[src/rtl/tlb_pkg.sv]
// Package: shared types of the translation buffer.
// Assumes: nothing beyond IEEE 1800-2017.
package tlb_pkg;
    typedef enum logic {
        MISS_SW = 1'b0,
        MISS_HW = 1'b1
    } miss_mode_e;

    typedef struct packed {
        logic valid;
        logic hit;
        logic miss;
        logic exc;
        logic multi;
        logic walk;
        logic fault;
    } xlat_flags_t;
endpackage

[src/rtl/tlb_cam.sv]
// Entry store with parallel tag compare and lowest-index priority select.
// Assumes: ENTRIES >= 2; write and flush never coincide (caller masks).
module tlb_cam #(
    parameter int ENTRIES = 16,
    parameter int VPN_W   = 20,
    parameter int PFN_W   = 20
) (
    input  logic                       clk,
    input  logic                       rst_n,
    input  logic                       flush,
    input  logic                       wr_en,
    input  logic [$clog2(ENTRIES)-1:0] wr_idx,
    input  logic [VPN_W-1:0]           wr_vpn,
    input  logic [PFN_W-1:0]           wr_pfn,
    input  logic [VPN_W-1:0]           look_vpn,
    output logic [ENTRIES-1:0]         valid_vec,
    output logic                       match_any,
    output logic                       match_multi,
    output logic [PFN_W-1:0]           match_pfn
);
    logic [ENTRIES-1:0] vld_q;
    logic [VPN_W-1:0]   tag_q [ENTRIES];
    logic [PFN_W-1:0]   pfn_q [ENTRIES];
    logic [ENTRIES-1:0] hit_vec;
    logic               found;

    // Valid bits: cleared by reset or flush, set by a write.
    always_ff @(posedge clk) begin
        if (!rst_n || flush) begin
            vld_q <= '0;
        end else if (wr_en) begin
            vld_q[wr_idx] <= 1'b1;
        end
    end

    // Tag and frame storage, written on refill.
    always_ff @(posedge clk) begin
        if (wr_en && !flush) begin
            tag_q[wr_idx] <= wr_vpn;
            pfn_q[wr_idx] <= wr_pfn;
        end
    end

    // One comparator per entry, all active in the same cycle.
    for (genvar g = 0; g < ENTRIES; g++) begin : g_cmp
        assign hit_vec[g] = vld_q[g] && (tag_q[g] == look_vpn);
    end

    // Lowest-indexed matching entry supplies the frame.
    always_comb begin
        match_pfn = '0;
        found     = 1'b0;
        for (int i = 0; i < ENTRIES; i++) begin
            if (hit_vec[i] && !found) begin
                match_pfn = pfn_q[i];
                found     = 1'b1;
            end
        end
    end

    assign match_any   = |hit_vec;
    assign match_multi = ($countones(hit_vec) > 1);
    assign valid_vec   = vld_q;


    flush_clears_chk: assert property (@(posedge clk) disable iff (!rst_n)
        flush |=> (valid_vec == '0));

    write_sets_valid_chk: assert property (@(posedge clk) disable iff (!rst_n)
        (wr_en && !flush) |=> valid_vec[$past(wr_idx)]);
endmodule

[src/rtl/tlb_victim.sv]
// Picks the entry a refill overwrites: lowest invalid, else round-robin.
// Assumes: ENTRIES >= 2; fill_en already excludes flush cycles.
module tlb_victim #(
    parameter int ENTRIES = 16
) (
    input  logic                       clk,
    input  logic                       rst_n,
    input  logic [ENTRIES-1:0]         valid_vec,
    input  logic                       fill_en,
    output logic [$clog2(ENTRIES)-1:0] fill_idx
);
    localparam int IDX_W = $clog2(ENTRIES);

    logic [IDX_W-1:0] rr_q;
    logic [IDX_W-1:0] free_idx;
    logic             free_found;
    logic             full;

    // Lowest-indexed invalid entry.
    always_comb begin
        free_idx   = '0;
        free_found = 1'b0;
        for (int i = 0; i < ENTRIES; i++) begin
            if (!valid_vec[i] && !free_found) begin
                free_idx   = IDX_W'(i);
                free_found = 1'b1;
            end
        end
    end

    assign full     = &valid_vec;
    assign fill_idx = full ? rr_q : free_idx;

    // Round-robin pointer advances only on an overwrite of a full buffer.
    always_ff @(posedge clk) begin
        if (!rst_n) begin
            rr_q <= '0;
        end else if (fill_en && full) begin
            rr_q <= (rr_q == IDX_W'(ENTRIES - 1)) ? '0 : rr_q + 1'b1;
        end
    end


    victim_free_chk: assert property (@(posedge clk) disable iff (!rst_n)
        (fill_en && !full) |-> !valid_vec[fill_idx]);

    rr_range_chk: assert property (@(posedge clk) disable iff (!rst_n)
        rr_q <= IDX_W'(ENTRIES - 1));
endmodule

[src/rtl/tlb_xlat.sv]
// Top: registered lookup result, miss handling per mode, refill and flush.
// Assumes: walker refills through fill_*; hw_mode is sampled with each event.
module tlb_xlat #(
    parameter int ENTRIES = 16,
    parameter int VPN_W   = 20,
    parameter int PFN_W   = 20,
    parameter int OFF_W   = 12
) (
    input  logic                     clk,
    input  logic                     rst_n,
    input  logic                     hw_mode,
    input  logic                     lk_valid,
    input  logic [VPN_W+OFF_W-1:0]   lk_vaddr,
    input  logic                     fill_valid,
    input  logic [VPN_W-1:0]         fill_vpn,
    input  logic [PFN_W-1:0]         fill_pfn,
    input  logic                     flush,
    input  logic                     walk_done,
    input  logic                     walk_ok,
    output logic                     rs_valid,
    output logic                     rs_hit,
    output logic                     rs_miss,
    output logic                     rs_exc,
    output logic                     rs_multi,
    output logic [PFN_W+OFF_W-1:0]   rs_paddr,
    output logic                     walk_req,
    output logic [VPN_W-1:0]         walk_vpn,
    output logic                     walk_fault
);
    import tlb_pkg::*;

    localparam int VA_W  = VPN_W + OFF_W;
    localparam int PA_W  = PFN_W + OFF_W;
    localparam int IDX_W = $clog2(ENTRIES);

    logic [VPN_W-1:0]   look_vpn;
    logic [OFF_W-1:0]   look_off;
    logic [ENTRIES-1:0] valid_vec;
    logic               match_any, match_multi;
    logic [PFN_W-1:0]   match_pfn;
    logic               fill_en;
    logic [IDX_W-1:0]   fill_idx;
    miss_mode_e         mode;
    xlat_flags_t        flags_d, flags_q;
    logic [PA_W-1:0]    paddr_q;
    logic [VPN_W-1:0]   wvpn_q;

    assign look_vpn = lk_vaddr[VA_W-1:OFF_W];
    assign look_off = lk_vaddr[OFF_W-1:0];
    assign fill_en  = fill_valid && !flush;
    assign mode     = miss_mode_e'(hw_mode);

    tlb_cam #(.ENTRIES(ENTRIES), .VPN_W(VPN_W), .PFN_W(PFN_W)) cam_i (
        .clk(clk), .rst_n(rst_n), .flush(flush),
        .wr_en(fill_en), .wr_idx(fill_idx), .wr_vpn(fill_vpn), .wr_pfn(fill_pfn),
        .look_vpn(look_vpn), .valid_vec(valid_vec),
        .match_any(match_any), .match_multi(match_multi), .match_pfn(match_pfn)
    );

    tlb_victim #(.ENTRIES(ENTRIES)) victim_i (
        .clk(clk), .rst_n(rst_n), .valid_vec(valid_vec),
        .fill_en(fill_en), .fill_idx(fill_idx)
    );

    // Next-cycle result flags from the compare and the miss mode.
    always_comb begin
        flags_d.valid = lk_valid;
        flags_d.hit   = lk_valid && match_any;
        flags_d.miss  = lk_valid && !match_any;
        flags_d.exc   = lk_valid && !match_any && (mode == MISS_SW);
        flags_d.walk  = lk_valid && !match_any && (mode == MISS_HW);
        flags_d.multi = lk_valid && match_multi;
        flags_d.fault = walk_done && !walk_ok && (mode == MISS_HW);
    end

    // Result registers.
    always_ff @(posedge clk) begin
        if (!rst_n) begin
            flags_q <= '0;
            paddr_q <= '0;
            wvpn_q  <= '0;
        end else begin
            flags_q <= flags_d;
            paddr_q <= flags_d.hit ? {match_pfn, look_off} : '0;
            if (flags_d.walk) begin
                wvpn_q <= look_vpn;
            end
        end
    end

    assign rs_valid   = flags_q.valid;
    assign rs_hit     = flags_q.hit;
    assign rs_miss    = flags_q.miss;
    assign rs_exc     = flags_q.exc;
    assign rs_multi   = flags_q.multi;
    assign walk_req   = flags_q.walk;
    assign walk_fault = flags_q.fault;
    assign rs_paddr   = paddr_q;
    assign walk_vpn   = wvpn_q;


    hit_xor_miss_chk: assert property (@(posedge clk) disable iff (!rst_n)
        rs_valid |-> (rs_hit != rs_miss));

    exc_on_sw_miss_chk: assert property (@(posedge clk) disable iff (!rst_n)
        rs_exc |-> (rs_miss && !walk_req && !$past(hw_mode)));

    walk_no_exc_chk: assert property (@(posedge clk) disable iff (!rst_n)
        walk_req |-> (rs_miss && !rs_exc && $past(hw_mode)));

    fault_cause_chk: assert property (@(posedge clk) disable iff (!rst_n)
        walk_fault |-> $past(walk_done && !walk_ok && hw_mode));

    multi_is_hit_chk: assert property (@(posedge clk) disable iff (!rst_n)
        rs_multi |-> rs_hit);

    idle_quiet_chk: assert property (@(posedge clk) disable iff (!rst_n)
        !rs_valid |-> !(rs_hit || rs_miss || rs_exc || rs_multi || walk_req));
endmodule

[config.mk]
export PLATFORM = sky130hd
export DESIGN_NAME = tlb_xlat
export DESIGN_NICKNAME = d
export VERILOG_FILES = /design/src/rtl/tlb_pkg.sv /design/src/rtl/tlb_cam.sv /design/src/rtl/tlb_victim.sv /design/src/rtl/tlb_xlat.sv
export SDC_FILE = /design/constraint.sdc
export NUM_CORES = 1
export LEC_CHECK = 0
export CORE_ASPECT_RATIO = 0.5
export CORE_MARGIN = 2
export CORE_UTILIZATION = 35
export CTS_BUF_LIST = sky130_fd_sc_hd__clkbuf_8
export CTS_CLUSTER_SIZE = 24
export DETAILED_ROUTE_END_ITERATION = 8
export GPL_TIMING_DRIVEN = 1
export MAX_ROUTING_LAYER = met4
export SYNTH_ARGS = -nofsm -noshare
export SYNTH_HDL_FRONTEND = slang
export SYNTH_SLANG_ARGS = --single-unit
[constraint.sdc]
create_clock -name clk -period 5.2 [get_ports clk]
set_input_delay 0.52 -clock clk [delete_from_list [all_inputs] [get_ports clk]]
set_output_delay 0.52 -clock clk [all_outputs]
set_load 0.005 [all_outputs]
==> impl_results.md, run 1 <==
* Outcome: completed
* Post-Syn Nets at approximately 2300
* Unique masters post-synth at 86
* Final Hold Vio Count at 0
* Fin. max-slew vios at 0
* Clk pwr share at 0.377
* Num CTS Buffers at approximately 110
* Hpwl dp at 61570 µm
* Max H-tree Level at 3
* Initial antenna violation count at 2
* Yosys top cell area share at 0.6285
* Sw Share at 0.2328
* Final Util at 0.4334
* Fin nets at around 2700
* IO buf count at between 100 and 150
* Gate Count Post-Synth at roughly 2100
* Worst-path fanout max at 6
* Iter 0 DRT Violations at roughly 1900
* Hold buffers post-CTS at 0
* Worst Hold Margin at 0.3678 ns
* CTS Root Cell: clkbuf_8
* First-pass GRT wire length at 131300 µm
* Clock skew at between 0.03 and 0.04 ns
* Setup tns final at 0 ns
* Setup crit end kind: register
* Fmax achieved at ~0.20 GHz
* Power Density at about 300 nW/µm²
* Clk sinks at approximately 720
* Synth-to-Final Area Change at 22.37%
* Adder-Cell Fraction of Synth Area at 0.01702
* Mean post-synth cell area at ~14 µm²
* Main combinational cell family by area after synthesis: simple AND/OR/NAND/NOR gates
* Worst Tran Pin Value at 1.357 ns
* # diodes at 0
* Remaining DRCs at 0
* Post-Route WL at between 90000 and 100000 µm
* Clk_lat worst skew at roughly 0.74 ns
* Type of the worst setup path: in2reg
* Register area share after synthesis at 0.6802
* Ys flop type: edfxtp_1
* Share of cells above drive strength 1 at 0.1797
* Worst Slack Setup Final at 0.09830 ns
* Synth warn at 0
* Initial core utilization at 0.3542
* Routability cong. at approximately 0.89
* Post-synth EDFFs at 640
* Post-synthesis compound-gate area fraction at 0.07860
* Worst-path clk slew at around 0.070 ns
* Post-synth top area cell: edfxtp_1
* Post-synthesis mux area share at 0.002005
* Post-Synth XOR/XNOR Area at 0.09308
* Die Outline Area at about 90000 µm²
* Grt ovf at 0
* Leakage at roughly 0.013 µW
* Synth top area cells: edfxtp_1, xnor2_1, dfxtp_1
* Largest net degree at the start of global routing at between 40 and 50
* Period Utilization, post-route at 0.9811
* Mean routed wirelength per cell at about 24 µm
* Worst Path Required at 5.81 ns
* FF+latch count, synth at a little over 700
* Post-synth ARST share at 0
* CP arrival at 5.71 ns
* Final setup violation count at 0
* Max cap viols at 0
* Simple-gate share of the synthesized area at 0.1029
* Top-level I/O count at around 140
* Vias in the first global route at 19790
* Fin crit period at ~5 ns
* Row count at 76
* Clock buffer depth at 3
* HP Class: in2reg
* Antenna-violating nets left at 0
* DRT Pass-1 Iters at 6
* CP startpoint kind: input port
* Peak VDD IR at around 0.16 mV
* Mapped cell area at just over 30000 µm²
* Total power at about 11000 µW
* CTS tree: built
* Chip width at around 420 µm
* Int Power at approximately 8600 µW
* Die Ht at ~210 µm
* Total track usage at 0.2037
* Net switching power at 2611 µW
* Sequential share of power at 0.564
* Total number of vias at between 20000 and 25000
* Core area at 86340 µm²
* Place WS at -0.8641 ns
* Headroom to the max-slew limit at 0.09236
* Vias per inst at ~5.3
* Combinational share of power at 0.059
==> final timing paths <==
kind                                    startpoint      endpoint  slack (ns)  depth (start not counted)
worst max-delay path                  lk_vaddr[16]      rs_multi         0.1                         20
worst min-delay path                   lk_vaddr[5]   rs_paddr[5]        0.37                          2
worst max register to register  cam_i.tag_q[13][6]      rs_multi        0.14                         18
worst min register to register        walk_vpn[10]  walk_vpn[10]        0.47                          2
==> cell type report <==
class | instances | area (µm²)
Clock buffer | 114 | 1569
Inverter | 68 | 257.7
Tap cell | 1170 | 1464
Timing Repair Buffer | 401 | 3704
Multi-Input combinational cell | 1264 | 9283
Fill cell | 7854 | 48920
Sequential cell | 719 | 20800
Clock inverter | 83 | 345.3
==> flip-flops by register name, indices dropped and copies added (netlist names), 4 cells and up <==
signal           count
victim_i.rr_q        4
cam_i.pfn_q        320
walk_vpn            20
cam_i.tag_q        320
rs_paddr            32
cam_i.valid_vec     16
==> stage by stage <==
stage,instance area (µm²),cells
floorplan,30610,2148
global placement,35300,3617
detailed placement,35300,3617
CTS,37250,3815
global route,37420,3819
finish,37420,3819
==> synth_stat cells, drive strengths merged (10+ instances only) <==
| library cell | number |
|---|---|
| o211ai | 24 |
| and2 | 20 |
| a21oi | 37 |
| o221ai | 16 |
| clkbuf | 42 |
| or2 | 10 |
| dfxtp | 79 |
| inv | 68 |
| o21ai | 72 |
| or4 | 11 |
| nor3 | 29 |
| xnor2 | 218 |
| a31oi | 10 |
| buf | 55 |
| o2bb2ai | 11 |
| nand2 | 132 |
| nand3 | 38 |
| nor2 | 73 |
| a21o | 16 |
| and4 | 13 |
| ha | 24 |
| a22o | 13 |
| fa | 11 |
| nor4 | 59 |
| nand4 | 100 |
| edfxtp | 640 |
| a22oi | 29 |
| xor2 | 107 |
| o21a | 21 |
| a21boi | 20 |
| or3 | 19 |
| a222oi | 11 |
==> cells in the final DEF (no fill, tap or decap), types with 29 or more instances in the layout <==
cell | Yosys | layout
edfxtp_1 | 640 | 640
buf_4 | 24 | 234
xnor2_1 | 218 | 208
clkdlybuf4s50_1 | 0 | 137
nand2_1 | 130 | 130
inv_1 | 67 | 118
clkbuf_8 | 0 | 114
xor2_1 | 107 | 107
nand4_1 | 97 | 97
dfxtp_1 | 79 | 79
o21ai_0 | 68 | 66
nor2_1 | 71 | 55
nor4_1 | 54 | 47
nand3_1 | 38 | 38
a21oi_1 | 37 | 37
a22oi_1 | 29 | 29
==> logic make-up (layout without fill, tap and decap cells) <==
logic type	Yosys count	in the layout
AO/OA/AOI/OAI	339	339
XOR/XNOR	325	325
adder cells (fa/ha/maj)	35	35
buffers and inverters	165	666
flip-flops	719	719
multiplexers	6	6
AND/OR/NAND/NOR	559	559
==> critical path: stages <==
cell,delay (ns)
clkdlybuf4s50_1,0.45
buf_12,0.17
xor2_1,0.17
or4_4,0.55
nor4_4,0.30
and4_4,0.31
inv_4,0.04
ha_4,0.25
inv_1,0.04
fa_1,0.49
inv_2,0.06
fa_2,0.56
inv_2,0.04
fa_2,0.32
inv_2,0.06
fa_1,0.42
ha_2,0.21
fa_1,0.50
nor3_2,0.14
a21oi_1,0.09
==> timing repair <==
action	4_1_cts	5_1_grt
pin swaps	1	19
gates resized for setup	6	30
buffers inserted	1	4
endpoints found under the setup margin	1	1
==> metal layers <==
metal / vias up / wire [µm] / track usage
met1: 10330 / 39060 / 0.2666
met4: 0 / 2167 / 0.05985
met3: 164 / 5260 / 0.02785
met5: - / 0 / -
li1: 8985 / - / -
met2: 730 / 43840 / 0.3329
==> power groups by stage <==
stage | clock network [µW] | logic (µW) | registers [µW]
floorplan | 0 | 242 | 6440
global placement | 0 | 648 | 6440
detailed placement | 0 | 652 | 6440
CTS | 4300 | 655 | 6320
global route | 4530 | 695 | 6320
finish | 4230 | 662 | 6320
Note: power is estimated with default switching activity, not from simulation.
==> run 2, diff against run 1 <==
--- a/config.mk
+++ b/config.mk
@@ -11,8 +11,9 @@
 export CTS_BUF_LIST = sky130_fd_sc_hd__clkbuf_8
 export CTS_CLUSTER_SIZE = 24
 export DETAILED_ROUTE_END_ITERATION = 8
-export GPL_TIMING_DRIVEN = 1
 export MAX_ROUTING_LAYER = met4
+export REMOVE_ABC_BUFFERS = 1
+export SKIP_CTS_REPAIR_TIMING = 1
 export SYNTH_ARGS = -nofsm -noshare
 export SYNTH_HDL_FRONTEND = slang
 export SYNTH_SLANG_ARGS = --single-unit
==> impl_results.md, run 2 (synthesized netlist as in run 1, its figures left out) <==
* Setup crit end kind: register
* Hpwl dp at 67850 µm
* IO buf count at 138
* Path depth of the worst reg2reg path at 18
* Place WS at -0.8351 ns
* Hold Path End: rs_paddr[11]
* Clk_lat worst skew at 0.82 ns
* Headroom to the max-slew limit at 0.1559
* Placed Instance Area at 35580 µm²
* Fmax achieved at a little under 0.2 GHz
* Worst-path clk slew at approximately 0.080 ns
* Die Outline Area at 89900 µm²
* Antenna-violating nets left at 0
* Type of the worst setup path: in2reg
* Vias in the first global route at 20240
* Sw Share at 0.2327
* Fin. max-slew vios at 0
* Row count at 76
* Remaining DRCs at 0
* Period Utilization, post-route at 0.9745
* Initial core utilization at 0.3542
* Vias per inst at 5.323
* Chip width at between 400 and 500 µm
* Clk sinks at 719
* Sequential share of power at 0.541
* First-pass GRT wire length at between 100000 and 150000 µm
* Outcome: completed
* Worst Hold Margin at just under 0.3 ns
* Most frequent cells in the layout: edfxtp_1, buf_4, xnor2_1, clkdlybuf4s50_1, nand2_1
* Max H-tree Level at 3
* Share of cells above drive strength 1 at 0.1934
* Total number of vias at just over 20000
* Clk pwr share at 0.402
* Fin nets at roughly 2700
* Worst Slack Setup Final at around 0.13 ns
* Core area at 86340 µm²
* Placed Cells incl. Taps at about 3700
* Design area at around 38000 µm²
* Reg2reg setup slack at roughly 0.18 ns
* Initial antenna violation count at 4
* Reg2reg end: rs_multi
* Grt ovf at 0
* Num CTS Buffers at roughly 110
* Worst r2r src: cam_i.tag_q[13][4]
* Fin crit period at a little over 5 ns
* DRT Pass-1 Iters at 7
* Final setup violation count at 0
* Top-level I/O count at 139
* Die Ht at ~210 µm
* Total track usage at 0.2271
* Combinational share of power at 0.057
* Leakage at 0.01291 µW
* Routability cong. at approximately 0.98
* Worst Tran Pin Value at roughly 1.3 ns
* Worst-path fanout max at 10
* CTS Root Cell: clkbuf_8
* HP Class: in2reg
* Most common cell after layout, fill and taps aside: edfxtp_1
* CP startpoint kind: input port
* Synth-to-Final Area Change at 23.74%
* CTS tree: built
* Mean routed wirelength per cell at approximately 26 µm
* Clock buffer depth at 3
* Layout Cells excl Fill at 3858
* Max cap viols at 0
* CP arrival at 5.76 ns
* Clock skew at roughly 0.065 ns
* Int Power at approximately 9000 µW
* Final Hold Vio Count at 0
* Iter 0 DRT Violations at about 2200
* Hold path startpoint: lk_vaddr[11]
* Filler Cells Inserted at approximately 7900
* Power Density at slightly above 300 nW/µm²
* Final Util at 0.4383
* Worst Path Required at between 5 and 6 ns
* Largest net degree at the start of global routing at 42
* Post-Route WL at about 100000 µm
* Net switching power at 2719 µW
* Hold Crit Depth at 2
* Peak VDD IR at between 0.15 and 0.2 mV
run 2: changes by cell type in the layout (fill, tap and decap cells not counted), moves of 4 or more:
| cell | before | now |
|---|---|---|
| buf_4 | 234 | 266 |
| inv_1 | 118 | 100 |
| clkbuf_8 | 114 | 124 |
| clkinv_2 | 7 | 17 |
| xnor2_1 | 208 | 214 |
| xnor2_2 | 10 | 4 |
| diode_2 | 0 | 5 |
| bufinv_16 | 0 | 4 |
run 2: through the flow:
| step | setup TNS [ns] | total power (µW) |
|---|---|---|
| after CTS | -0.04567 | 11740 |
| after floorplan | 0 | 6615 |
| after global routing | -0.03391 | 12020 |
| after global placement | -0.8711 | 7094 |
| after detailed placement | -1.198 | 7098 |
| final | 0 | 11680 |
run 2: per-layer routing:
layer | GRT usage | wire length (µm) | part of all wire | vias to the layer above
li1 | - | - | - | 9065
met1 | 0.2886 | 41670 | 0.42 | 10350
met2 | 0.3599 | 46440 | 0.46 | 918
met3 | 0.04117 | 7583 | 0.076 | 200
met4 | 0.09717 | 4266 | 0.043 | 0
met5 | - | 0 | 0 | -
run 2: worst max-delay path by stage:
stage,from,to,slack (ns),depth (start not counted)
3_5_place_dp,lk_vaddr[17],rs_multi,-0.84,18
6_report,lk_vaddr[30],rs_multi,0.13,19
5_1_grt,cam_i.tag_q[13][4],rs_multi,-0.03,18
3_3_place_gp,lk_vaddr[17],rs_multi,-0.79,18
4_1_cts,cam_i.tag_q[2][5],rs_multi,-0.05,16
2_1_floorplan,lk_vaddr[18],rs_multi,0.21,18
run 2: final cells by class:
type / count / area (µm²) / area share
timing repair buffer: 433 / 3953 / 0.1045
sequential: 719 / 20800 / 0.5497
tap: 1170 / 1464 / 0.03869
clock buffer: 124 / 1707 / 0.04510
inverter: 68 / 255.2 / 0.006745
multi-input combinational: 1264 / 9204 / 0.2432
antenna: 5 / 12.51 / 0.0003306
clock inverter: 75 / 446.7 / 0.01180
run 2: worst max-delay path: stages:
cell and delay [ns]:
clkdlybuf4s50_1 0.45, buf_12 0.18, buf_4 0.18, xor2_1 0.19, nor4_1 0.27, nand3_1 0.18, nor4_4 0.48, inv_1 0.09
ha_1 0.33, fa_1 0.52, fa_1 0.50, inv_1 0.05, fa_1 0.38, inv_1 0.08, fa_1 0.42, ha_1 0.24
fa_1 0.48, nor3_2 0.13, a21oi_1 0.08
run 2: power groups by stage:
stage	clock, µW	combinational (µW)	sequential (µW)
after floorplan	0	173	6440
after global placement	0	651	6440
after detailed placement	0	653	6440
after CTS	4770	656	6320
after global routing	5010	692	6320
final	4700	661	6320
==> run 3, diff against run 2 <==
--- a/config.mk
+++ b/config.mk
@@ -11,7 +11,8 @@
 export CTS_BUF_LIST = sky130_fd_sc_hd__clkbuf_8
 export CTS_CLUSTER_SIZE = 24
 export DETAILED_ROUTE_END_ITERATION = 8
-export MAX_ROUTING_LAYER = met4
+export GPL_ROUTABILITY_DRIVEN = 0
+export RECOVER_POWER = 100
 export REMOVE_ABC_BUFFERS = 1
 export SKIP_CTS_REPAIR_TIMING = 1
 export SYNTH_ARGS = -nofsm -noshare
==> impl_results.md, run 3 (synthesized netlist as in run 1, its figures left out) <==
* Outcome: finished, violations left
* Failing checks: capacitance limit, slew limit
* Initial core utilization at 0.3542
* Worst-path cell chain: clkdlybuf4s50_1 > buf_4 > buf_12 > buf_4 > xor2_1 > nor4b_1 > nor4bb_2 > nand2_1 > inv_1 > ha_1 > fa_1 > fa_1 > fa_1 > fa_1 > ha_2 > fa_2 > nor3_2 > a21oi_1
* Fmax achieved at a little under 0.2 GHz
* Int Power at slightly below 9000 µW
* Hold Crit Depth at 2
* Total track usage at 0.2211
* Most frequent CP cell: fa_1
* Layout Cells excl Fill at approximately 3800
* Remaining DRCs at 0
* Worst Tran Pin Value at around 2.4 ns
* Power Density at ~310 nW/µm²
* Hold Path End: rs_paddr[11]
* Clk_lat worst skew at roughly 0.79 ns
* Grt ovf at 0
* Clock skew at ~0.054 ns
* Num CTS Buffers at ~100
* Iter 0 DRT Violations at 2288
* Worst-path clk slew at 0.07 ns
* Worst Path Required at between 5 and 6 ns
* Clk sinks at roughly 720
* Fin nets at about 2700
* HP Class: in2reg
* Final Hold Vio Count at 0
* Vias in the first global route at roughly 20000
* Design area at around 38000 µm²
* CP startpoint kind: input port
* Total number of vias at roughly 21000
* Path depth of the worst reg2reg path at 16
* Chip width at 422.0 µm
* Antenna-violating nets left at 0
* Leakage at ~0.013 µW
* Top-level I/O count at around 140
* Hold path startpoint: lk_vaddr[11]
* Max H-tree Level at 3
* Row count at 76
* Net switching power at 2667 µW
* Mean routed wirelength per cell at about 26 µm
* Hpwl dp at between 60000 and 70000 µm
* Delay of the slowest critical-path stage at roughly 0.56 ns
* Period Utilization, post-route at 0.9791
* Max cap viols at 17
* Delay-heaviest family, CP: adder cells
* Worst r2r src: cam_i.tag_q[2][5]
* Combinational share of power at 0.056
* Type of the worst setup path: in2reg
* CTS tree: built
* Worst-path fanout max at 8
* Setup crit end kind: register
* Sequential share of power at 0.545
* Final setup violation count at 0
* Vias per inst at roughly 5.4
* IO buf count at 138
* Peak VDD IR at 0.1690 mV
* CP bufs+invs at 5
* CP max-delay cell: fa_1
* Fin crit period at between 5 and 6 ns
* Most common cell after layout, fill and taps aside: edfxtp_1
* Clk pwr share at 0.400
* Clock buffer depth at 3
* Most frequent cells in the layout: edfxtp_1, buf_4, xnor2_1, nand2_1, clkbuf_8
* CTS Root Cell: clkbuf_8
* Share of cells above drive strength 1 at 0.1768
* Core area at between 80000 and 90000 µm²
* Placed Cells incl. Taps at roughly 3600
* Largest net degree at the start of global routing at 42
* Fin. max-slew vios at 420
* CP arrival at 5.73 ns
* Post-Route WL at roughly 100000 µm
* Synth-to-Final Area Change at 22.65%
* Placed Instance Area at approximately 35000 µm²
* Reg2reg end: rs_multi
* Die Outline Area at ~90000 µm²
* Sw Share at 0.2299
* Filler Cells Inserted at ~8000
* Die Ht at between 200 and 250 µm
* Reg2reg setup slack at 0.17 ns
* Initial antenna violation count at 3
* First-pass GRT wire length at between 100000 and 150000 µm
* DRT Pass-1 Iters at 6
* Headroom to the max-slew limit at -0.6047
-- run 3: cell types whose count changed in the layout (fill, tap and decap cells not counted), sizes merged --
cell           delta
clkdlybuf4s50   -102
clkbuf           +17
inv               +5
clkinvlp          -2
bufinv            +2
dlymetal6s2s      +2
clkinv            -3
dlygate4sd3     +100
buf              -43
-- run 3: how the worst max path moves through the flow --
stage | cells after the start | to | slack (ns) | startpoint
floorplan | 18 | rs_multi | 0.21 | lk_vaddr[18]
global placement | 18 | rs_multi | -0.98 | lk_vaddr[17]
detailed placement | 18 | rs_multi | -1.0 | lk_vaddr[17]
CTS | 16 | rs_multi | -0.23 | cam_i.tag_q[2][5]
global route | 18 | rs_multi | -0.05 | lk_vaddr[18]
finish | 18 | rs_multi | 0.11 | lk_vaddr[18]
-- run 3: layer usage --
metal / vias to the layer above / part of all wire / GRT usage
li1: 9010 / - / -
met1: 10380 / 0.40 / 0.2826
met2: 976 / 0.46 / 0.3612
met3: 279 / 0.080 / 0.04359
met4: 0 / 0.056 / 0.1111
met5: - / 0 / 0
-- run 3: power by group through the flow --
stage	Combinational, µW	Sequential, µW	Clock [µW]
2_1_floorplan	173	6440	0
3_3_place_gp	637	6440	0
3_5_place_dp	644	6450	0
4_1_cts	646	6320	4710
5_1_grt	671	6320	4960
6_report	644	6320	4640
-- run 3: final cells by class --
| type | count | area (µm²) | area share |
|---|---|---|---|
| antenna | 5 | 12.51 | 0.0003336 |
| clock buffer | 117 | 1610 | 0.04293 |
| clock inverter | 77 | 499.2 | 0.01331 |
| inverter | 68 | 255.2 | 0.006805 |
| multi-input combinational | 1264 | 9140 | 0.2437 |
| sequential | 719 | 20800 | 0.5545 |
| tap | 1170 | 1464 | 0.03903 |
| timing repair buffer | 414 | 3727 | 0.09937 |
-- run 3: worst reg2reg max path: stages, from the launching register on --
cell and delay [ns]:
edfxtp_1 0.41, xnor2_2 0.29, nand4_1 0.17, or4b_4 0.59, nor3_4 0.23, inv_1 0.10, ha_1 0.32, fa_1 0.45
fa_1 0.50, inv_1 0.05, fa_1 0.41, inv_2 0.07, fa_1 0.42, ha_2 0.21, fa_2 0.53, nor3_2 0.04
a21oi_1 0.15
-- run 3: through the flow --
| stage | total power (µW) | util | setup slack, ns | hold WS, ns | TNS [ns] |
|---|---|---|---|---|---|
| after CTS | 11670 | 0.4348 | -0.2250 | 0.2033 | -0.2250 |
| after detailed placement | 7089 | 0.4104 | -0.9978 | 0.4554 | -3.685 |
| after global placement | 7081 | 0.4104 | -0.9815 | 0.4526 | -2.778 |
| final | 11600 | 0.4344 | 0.1086 | 0.2904 | 0 |
| after global routing | 11950 | 0.4343 | -0.05428 | 0.2363 | -0.05428 |
| after floorplan | 6615 | - | 0.2055 | 0.4599 | 0 |
